### src/rtl/swdma_pkg.sv
package swdma_pkg;

  // Single-cycle events derived from the bus strobes.
  typedef struct packed {
    logic port_wr_done;  // trigger-port write has just ended
    logic xfer_done;     // acknowledged transfer strobe has just ended
  } bus_ev_t;

endpackage

### src/rtl/swdma_rst_sync.sv
module swdma_rst_sync (
  input  logic clk,
  input  logic rst_n,
  output logic rst_sync_n
);

  logic [1:0] stage_q;

  always_ff @(posedge clk or negedge rst_n) begin
    if (!rst_n) stage_q <= 2'b00;
    else        stage_q <= {stage_q[0], 1'b1};
  end

  assign rst_sync_n = stage_q[1];

endmodule

### src/rtl/swdma_bus_events.sv
module swdma_bus_events
  import swdma_pkg::*;
#(
  parameter int unsigned            ADDR_W    = 10,
  parameter logic [ADDR_W-1:0]      PORT_ADDR = 10'h318
) (
  input  logic              clk,
  input  logic              rst_n,
  input  logic [ADDR_W-1:0] io_addr,
  input  logic              iow_n,
  input  logic              ior_n,
  input  logic              aen,
  input  logic              dack_n,
  output bus_ev_t           ev_o
);

  logic iow_act, ior_act, dack_act, any_act;
  logic hit_d, hit_q;
  logic xfer_d, xfer_q;

  assign iow_act  = ~iow_n;
  assign ior_act  = ~ior_n;
  assign dack_act = ~dack_n;
  assign any_act  = iow_act | ior_act;

  // Next-state: remember a qualifying strobe while it is asserted.
  always_comb begin
    hit_d  = iow_act & (io_addr == PORT_ADDR) & ~aen & ~dack_act;
    xfer_d = any_act & dack_act;
  end

  always_ff @(posedge clk or negedge rst_n) begin
    if (!rst_n) begin
      hit_q  <= 1'b0;
      xfer_q <= 1'b0;
    end else begin
      hit_q  <= hit_d;
      xfer_q <= xfer_d;
    end
  end

  // Events fire on the trailing edge of the strobe.
  assign ev_o.port_wr_done = hit_q & ~iow_act;
  assign ev_o.xfer_done    = xfer_q & ~any_act;

endmodule

### src/rtl/swdma_burst_ctr.sv
module swdma_burst_ctr
  import swdma_pkg::*;
#(
  parameter int unsigned BURST_LEN = 16
) (
  input  logic    clk,
  input  logic    rst_n,
  input  logic    en_i,
  input  bus_ev_t ev_i,
  output logic    drq_o
);

  localparam int unsigned     CNT_W = (BURST_LEN > 2) ? $clog2(BURST_LEN) : 1;
  localparam logic [CNT_W-1:0] LAST = CNT_W'(BURST_LEN - 1);

  logic             drq_d, drq_q;
  logic [CNT_W-1:0] cnt_d, cnt_q;
  logic             upd;

  always_comb begin
    drq_d = drq_q;
    cnt_d = cnt_q;
    if (!en_i) begin
      drq_d = 1'b0;
      cnt_d = '0;
    end else if (!drq_q) begin
      if (ev_i.port_wr_done) begin
        drq_d = 1'b1;
        cnt_d = '0;
      end
    end else if (ev_i.xfer_done) begin
      if (cnt_q == LAST) begin
        drq_d = 1'b0;
        cnt_d = '0;
      end else begin
        cnt_d = cnt_q + CNT_W'(1);
      end
    end
  end

  assign upd = (drq_d != drq_q) | (cnt_d != cnt_q);

  always_ff @(posedge clk or negedge rst_n) begin
    if (!rst_n) begin
      drq_q <= 1'b0;
      cnt_q <= '0;
    end else if (upd) begin
      drq_q <= drq_d;
      cnt_q <= cnt_d;
    end
  end

  assign drq_o = drq_q;

  // the request rises only after a trigger-port write while enabled
  assert_raise_by_port_R2: assert property (@(posedge clk) disable iff (!rst_n)
    $rose(drq_q) |-> ($past(ev_i.port_wr_done) && $past(en_i)));

  // the request falls only at the last transfer or on disable
  assert_drop_at_limit_R4: assert property (@(posedge clk) disable iff (!rst_n)
    $fell(drq_q) |-> (($past(ev_i.xfer_done) && $past(cnt_q) == LAST) || !$past(en_i)));

  // an idle channel always holds a cleared count
  assert_idle_count_zero_R7: assert property (@(posedge clk) disable iff (!rst_n)
    !drq_q |-> (cnt_q == '0));

  // disabling cancels any pending request
  assert_disable_clears_R8: assert property (@(posedge clk) disable iff (!rst_n)
    !en_i |=> !drq_q);

endmodule

### src/rtl/swdma_ide_decode.sv
module swdma_ide_decode #(
  parameter int unsigned          ADDR_W    = 10,
  parameter int unsigned          IDE_REG_W = 4,
  parameter logic [ADDR_W-1:0]    IDE_BASE  = 10'h300,
  parameter logic [IDE_REG_W-1:0] DATA_IDX  = '0
) (
  input  logic [ADDR_W-1:0]    io_addr,
  input  logic                 aen,
  input  logic                 dack_n,
  output logic                 cs_o,
  output logic [IDE_REG_W-1:0] reg_o
);

  localparam int unsigned HI_W = ADDR_W - IDE_REG_W;
  localparam logic [HI_W-1:0] BASE_HI = IDE_BASE[ADDR_W-1:IDE_REG_W];

  logic win_hit;

  always_comb begin
    win_hit = ~aen & (io_addr[ADDR_W-1:IDE_REG_W] == BASE_HI);
    if (!dack_n) begin
      cs_o  = 1'b1;
      reg_o = DATA_IDX;
    end else begin
      cs_o  = win_hit;
      reg_o = io_addr[IDE_REG_W-1:0];
    end
  end

endmodule

### src/rtl/swdma_burst_gen.sv
module swdma_burst_gen
  import swdma_pkg::*;
#(
  parameter int unsigned          ADDR_W    = 10,
  parameter int unsigned          IDE_REG_W = 4,
  parameter int unsigned          BURST_LEN = 16,
  parameter logic [ADDR_W-1:0]    PORT_ADDR = 10'h318,
  parameter logic [ADDR_W-1:0]    IDE_BASE  = 10'h300,
  parameter logic [IDE_REG_W-1:0] DATA_IDX  = '0
) (
  input  logic                 clk,
  input  logic                 rst_n,
  input  logic [ADDR_W-1:0]    io_addr,
  input  logic                 iow_n,
  input  logic                 ior_n,
  input  logic                 aen,
  input  logic                 dack_n,
  input  logic                 dma_en,
  output logic                 drq_o,
  output logic                 drq_oe,
  output logic                 ide_cs_o,
  output logic [IDE_REG_W-1:0] ide_reg_o
);

  logic    rst_sync_n;
  bus_ev_t ev;
  logic    drq_core;

  swdma_rst_sync u_rst (
    .clk        (clk),
    .rst_n      (rst_n),
    .rst_sync_n (rst_sync_n)
  );

  swdma_bus_events #(
    .ADDR_W    (ADDR_W),
    .PORT_ADDR (PORT_ADDR)
  ) u_events (
    .clk     (clk),
    .rst_n   (rst_sync_n),
    .io_addr (io_addr),
    .iow_n   (iow_n),
    .ior_n   (ior_n),
    .aen     (aen),
    .dack_n  (dack_n),
    .ev_o    (ev)
  );

  swdma_burst_ctr #(
    .BURST_LEN (BURST_LEN)
  ) u_ctr (
    .clk   (clk),
    .rst_n (rst_sync_n),
    .en_i  (dma_en),
    .ev_i  (ev),
    .drq_o (drq_core)
  );

  swdma_ide_decode #(
    .ADDR_W    (ADDR_W),
    .IDE_REG_W (IDE_REG_W),
    .IDE_BASE  (IDE_BASE),
    .DATA_IDX  (DATA_IDX)
  ) u_dec (
    .io_addr (io_addr),
    .aen     (aen),
    .dack_n  (dack_n),
    .cs_o    (ide_cs_o),
    .reg_o   (ide_reg_o)
  );

  // No pull-up on the bus line: drive it whenever the function is on.
  assign drq_oe = dma_en;
  assign drq_o  = drq_core & dma_en;

  // an acknowledged cycle always lands on the data register
  assert_dack_selects_data_R9: assert property (@(posedge clk) disable iff (!rst_sync_n)
    !dack_n |-> (ide_cs_o && ide_reg_o == DATA_IDX));

  // a transfer event never raises the request on its own
  assert_xfer_no_raise_R5: assert property (@(posedge clk) disable iff (!rst_sync_n)
    (ev.xfer_done && !ev.port_wr_done && !drq_core) |=> !drq_core);

endmodule

### config.mk
export PLATFORM = sky130hd
export DESIGN_NAME = swdma_burst_gen
export DESIGN_NICKNAME = d
export VERILOG_FILES = /design/src/rtl/swdma_pkg.sv /design/src/rtl/swdma_rst_sync.sv /design/src/rtl/swdma_bus_events.sv /design/src/rtl/swdma_burst_ctr.sv /design/src/rtl/swdma_ide_decode.sv /design/src/rtl/swdma_burst_gen.sv
export SDC_FILE = /design/constraint.sdc
export NUM_CORES = 1
export LEC_CHECK = 0
export ABC_AREA = 1
export BUFFER_PORTS_ARGS = -buffer_cell sky130_fd_sc_hd__buf_2
export CAP_MARGIN = 30
export CORE_MARGIN = 3
export CORE_UTILIZATION = 39
export CTS_CLUSTER_DIAMETER = 40
export DETAILED_ROUTE_END_ITERATION = 12
export PLACE_DENSITY = 0.71
export SLEW_MARGIN = 20
export SYNTH_ARGS = -nofsm -noshare
export SYNTH_HDL_FRONTEND = slang
export SYNTH_SLANG_ARGS = --single-unit
### constraint.sdc
create_clock -name clk -period 0.8 [get_ports clk]
set_clock_uncertainty 0.1 [all_clocks]
set_input_delay 0.04 -clock clk [delete_from_list [all_inputs] [get_ports clk]]
set_output_delay 0.04 -clock clk [all_outputs]
set_load 0.03 [all_outputs]
* Word-level counts from Yosys, hierarchy flattened
Cells that the tools add are included.
** Storage, ports and cells
- Output and inout port bits :: 7
- Bits in registers :: 9
- Word-level logic and storage cells :: 38
- Input bits :: 17
** Cells by class
- $add $sub $neg :: 1
- Equal/unequal tests :: 5
- Bitwise logic cells :: 15
- Muxes and demuxes :: 12
** Operators by type and width (count)
- $mux W4 :: 6
- $eq A10 B10 Y1 const B :: 1
- $and A1 B1 Y1 :: 8
- $eq A6 B6 Y1 const B :: 1
- $mux W1 :: 6
- $not A1 Y1 :: 5
- $add A4 B1 Y4 const B :: 1
- $eq A4 B4 Y1 const B :: 1
- $ne A4 B4 Y1 :: 1
- $or A1 B1 Y1 :: 2
- $ne A1 B1 Y1 :: 1

* Depth between registers and ports, before layout
- Word-level depth :: 9
- Gate-level depth with buffers :: 7
- Mapped depth without buffers :: 7

* By module
A second synthesis with hierarchy kept.
** Unflattened totals
- Cell total of the unflattened synthesis :: 80
- Area, all modules :: 559.3 sq um
** Modules (own cells, without submodules)
- swdma_burst_ctr :: cells each 36, seq. area each 125.1 sq um, area an instance 285.3 sq um, instances 1
- swdma_bus_events :: cells each 24, seq. area each 50.0 sq um, area an instance 143.9 sq um, instances 1
- swdma_ide_decode :: cells each 14, seq. area each 0.0 sq um, area an instance 61.3 sq um, instances 1
- swdma_rst_sync :: cells each 3, seq. area each 50.0 sq um, area an instance 53.8 sq um, instances 1
- swdma_burst_gen :: cells each 3, seq. area each 0.0 sq um, area an instance 15.0 sq um, instances 1

* Worst setup path before layout
OpenSTA, ideal clock, no wires.
- Path kind :: register -> register
- Start point :: register u_ctr.cnt_q[0]
- End point :: register u_ctr.cnt_q[3]
- Arrival time :: 0.972 ns
- Path buffers :: 0
- Setup slack :: -0.350 ns
- Period minus slack after synthesis :: 1.150 ns
- Cell stages (with the launch flop) :: 7
- Required time :: 0.623 ns
- Library setup time :: 0.077 ns
- Path through :: dfrtp_1 ha_1 nand3_1 nor2_1 nor2_1 nand3_1 a21oi_1
** On the way
- Longest elaborated chain between the ends :: 7
- Elaborated cells between the ends (all ways) :: 14
- Those cells by class :: 1 x add/sub; 3 x eq/ne; 9 x mux; 1 x bitwise
** Ends and longest elaborated chain
- start: declaration :: line swdma_burst_ctr.sv:17 : logic [CNT_W-1:0] cnt_d, cnt_q;
- start signal: assignment :: line swdma_burst_ctr.sv:49 : cnt_q <= cnt_d;
- $add A4 B1 Y4 or $eq A4 B4 Y1 (tied branches) :: line swdma_burst_ctr.sv:36, swdma_burst_ctr.sv:32
- $mux W4 or $mux W1 (tied branches) :: line swdma_burst_ctr.sv:32 : if (cnt_q == LAST) begin
- $mux W4 or $mux W1 (tied branches) :: line swdma_burst_ctr.sv:31 : end else if (ev_i.xfer_done) begin
- $mux W4 or $mux W1 (tied branches) :: line swdma_burst_ctr.sv:26 : end else if (!drq_q) begin
- $mux W4 or $mux W1 (tied branches) :: line swdma_burst_ctr.sv:23 : if (!en_i) begin
- $ne A4 B4 Y1 or $ne A1 B1 Y1 (tied branches) :: line swdma_burst_ctr.sv:41 : assign upd = (drq_d != drq_q) | (cnt_d != cnt_q);
- $or A1 B1 Y1 :: line swdma_burst_ctr.sv:41
Several ways; a longest one is shown, not always the timed one.
A chain may end at the register's enable or synchronous reset.

* Worst setup path after layout
- Start point :: register u_ctr.cnt_q[1]
- End point :: register u_ctr.cnt_q[3]
The elaborated chain is that of the path after synthesis.

==> flow_summary.json <==
{
  "status": "complete, but fails checks",
  "violations": "hold timing, setup timing",
  "layout-drive-gt1-share_pct": 53.4,
  "hold_viol": 4,
  "grt_first_pass_wirelength_um": 2750,
  "die_h_um": 42.5,
  "fmaxAchievable_mhz": 790,
  "gp_congestion": 0.702,
  "cts_tree": "done",
  "antenna_found_initial": 0,
  "grt_usage_pct": 20.2,
  "rows": 12,
  "cts.clk_slew.worst_paths_ps": 60,
  "seqPwrFrac_pct": 45.1,
  "ff_latch_area_um2": 225,
  "viasPerCell": 5.15,
  "holdPathEnd": "u_events.xfer_q$_DFF_PN0_",
  "power_per_cell_area_nw_per_um2": 1160,
  "cp_data_arrival_time_ps": 1360,
  "initial_core_util_pct": 44.4,
  "drtIter0Drc": 9,
  "portBuffers": 23,
  "path_buf_inv": 0,
  "grt_pass1_vias": 671,
  "hpwl_um": 1050,
  "ant_nets": 0,
  "drt-pass1-iter-count": 4,
  "finalSetupViolations": 7,
  "ys_ff_latch": 9,
  "yosys_warnings": 0,
  "netlist_area_um2": 520,
  "placed_cells": 117,
  "whs_ps": -33.5,
  "p_sw_mw": 0.293,
  "p_clk_share_pct": 34.3,
  "vias": 670,
  "multi_input_area_um2": 302,
  "clk_latency_ps": 260,
  "finalPower_mw": 1.05,
  "yosys.area.top_type_share_pct": 43.3,
  "max_stage_delay_ps": 390,
  "rsz0062_at_grt": "true",
  "syn_inst": 72,
  "crit_slowest_cell": "dfrtp_1",
  "die_x_um": 42.5,
  "path_cells": "ha_2 > nand3_2 > nor2_2 > nor2_2 > nand3_1 > a21oi_2",
  "cts-root-to-sink-buffers": 2,
  "drt_wl_total_um": 1830,
  "area_growth_pct": 73.3,
  "path_common_cell": "nor2_2",
  "path_class": "register to register",
  "synth_seq_area_share_pct": 43.3,
  "synth_common_cells": "nand2_1, inv_1, dfrtp_1, nand3_1, nor2_1",
  "r2r_start": "u_ctr.cnt_q[1]$_DFFE_PN0P_",
  "diodes": 0,
  "cts_hold_buf": 3,
  "final_util_pct": 77.0,
  "wire_per_inst_um": 14.1,
  "rrSetupSlack_ps": -470,
  "power.leakage_nw": 0.464,
  "place_ws_ps": -412,
  "cap_violations": 0,
  "p_sw_share_pct": 28.0,
  "fin_crit_ps": 1270,
  "die_area_um2": 1810,
  "final_cells": 130,
  "yosysTopAreaCell": "dfrtp_1",
  "syn-num-nets": 90,
  "cp_max_fo": 2,
  "holdCritStartpoint": "ior_n",
  "grt_max_degree": 8,
  "synth-main-ff-cell": "dfrtp_1",
  "p_int_mw": 0.755,
  "layout_setup_ws_ps": -466,
  "clock-sinks": 9,
  "synth_area_leaders": "dfrtp_1, nand2_1, inv_1",
  "min_period_over_period_pct": 158,
  "cp_top_family": "flip-flops",
  "r2r-end": "u_ctr.cnt_q[3]$_DFFE_PN0P_",
  "hp-class": "input port to register",
  "whs_path_depth": 3,
  "ys_async_sr_fraction_pct": 100,
  "ir_worst_vdd_v": 0.000900,
  "syn_avg_cell_area_um2": 7.23,
  "crit_path_end_kind": "register",
  "drc": 0,
  "cp.required_ps": 900,
  "ys_types": 17,
  "cts_max_level": 1,
  "core_um2": 1170,
  "reg2reg_depth": 6,
  "cts.root.buffer_cell": "clkbuf_4",
  "io_pins": 24,
  "fill_cells": 92,
  "startpoint_type": "register",
  "cts_made_buffers": 3,
  "final_nets": 135,
  "comb_power_share_pct": 20.6,
  "grt-ovfl-total": 0,
  "yosys.cell_count.top_type": "nand2_1",
  "synth_edf_count": 0,
  "slew_viol_final": 0
}
-- cells by family (layout without fill, tap and decap cells) --
kind of cell,Yosys count,in the layout,synth area share [%]
AND/OR/NAND/NOR,38,38,33.4
AO/OA/AOI/OAI,9,9,9.38
buffers and inverters,14,58,10.8
flip-flops,9,9,43.3
adder cells (fa/ha/maj),1,1,2.40
other,1,1,0.720
-- worst max-delay path by stage --
stage	slack (ps)	endpoint	from	depth (start not counted)
after floorplan	-330	u_ctr.cnt_q[3]$_DFFE_PN0P_	u_ctr.cnt_q[0]$_DFFE_PN0P_	6
after CTS	-410	u_ctr.cnt_q[3]$_DFFE_PN0P_	u_ctr.cnt_q[0]$_DFFE_PN0P_	6
after detailed placement	-410	u_ctr.cnt_q[3]$_DFFE_PN0P_	u_ctr.cnt_q[0]$_DFFE_PN0P_	6
after global routing	-520	u_ctr.cnt_q[3]$_DFFE_PN0P_	u_ctr.cnt_q[1]$_DFFE_PN0P_	6
final	-470	u_ctr.cnt_q[3]$_DFFE_PN0P_	u_ctr.cnt_q[1]$_DFFE_PN0P_	6
after global placement	-330	u_ctr.cnt_q[3]$_DFFE_PN0P_	u_ctr.cnt_q[0]$_DFFE_PN0P_	6
-- worst min-delay path, stage by stage --
cell and delay (ps):
buf_2 100, buf_4 100, a21oi_1 50
-- routing by layer --
metal  up-vias  wire, µm  share of wire [%]  global-route usage [%]
li1        316         -                  -                       -
met1       320       697                 38                    21.3
met2        24       946                 52                    35.0
met3        10       100                5.5                    3.43
met4         0        89                4.9                    15.5
met5         -         0                  0                       0
-- registers in the layout, indices dropped and copies added (netlist names) --
| register | count |
|---|---|
| u_ctr.cnt_q | 4 |
| u_rst.stage_q | 2 |
| u_ctr.drq_o | 1 |
| u_events.hit_q | 1 |
| u_events.xfer_q | 1 |
-- repair_timing --
item                                    CTS  global route
gates resized for setup                  13            10
setup buffers                             4             2
hold endpoints to repair                  5             4
pin swaps                                 5            11
endpoints found under the setup margin    7             7
-- through the flow --
step / hold slack, ps / area, µm² / TNS (ps)
6_report: -33.5 / 902 / -2350
5_1_grt: -55.6 / 902 / -2620
4_1_cts: -70.8 / 860 / -2030
3_5_place_dp: -271 / 724 / -1840
3_3_place_gp: -275 / 724 / -1640
2_1_floorplan: -356 / 532 / -1320
-- cell usage in the layout, fill, tap and decap left out --
cell type,Yosys,layout
clkbuf_4,0,3
dlygate4sd3_1,0,3
a21oi_1,5,2
a31oi_2,0,1
nand3_1,9,8
inv_2,0,3
nand4_1,1,1
o21ai_2,0,2
buf_2,0,19
dfrtp_1,9,9
o211ai_1,1,1
nor2_4,1,4
conb_1,1,1
nor2_2,2,3
buf_6,0,4
clkbuf_1,0,1
nor2_1,9,5
ha_2,0,1
nand3_2,0,1
inv_1,13,10
nand2_1,14,12
nor4_1,1,1
nand2_2,1,3
a21oi_2,0,3
buf_4,1,15
-- area by class of cell --
type / instances / area share, %
flip-flops and latches: 9 / 25.0
repair buffers: 41 / 31.3
well taps: 14 / 1.94
inverters: 13 / 5.41
clock buffers: 4 / 2.91
multi-input cells: 49 / 33.4
-- power groups by stage --
stage	Sequential (mW)	Clock, mW	Combinational [mW]
after floorplan	0.479	0	0.0765
after global placement	0.481	0	0.156
after detailed placement	0.482	0	0.159
after CTS	0.473	0.353	0.204
after global routing	0.474	0.401	0.230
final	0.473	0.360	0.216
Power figures use the tool's default switching activity.
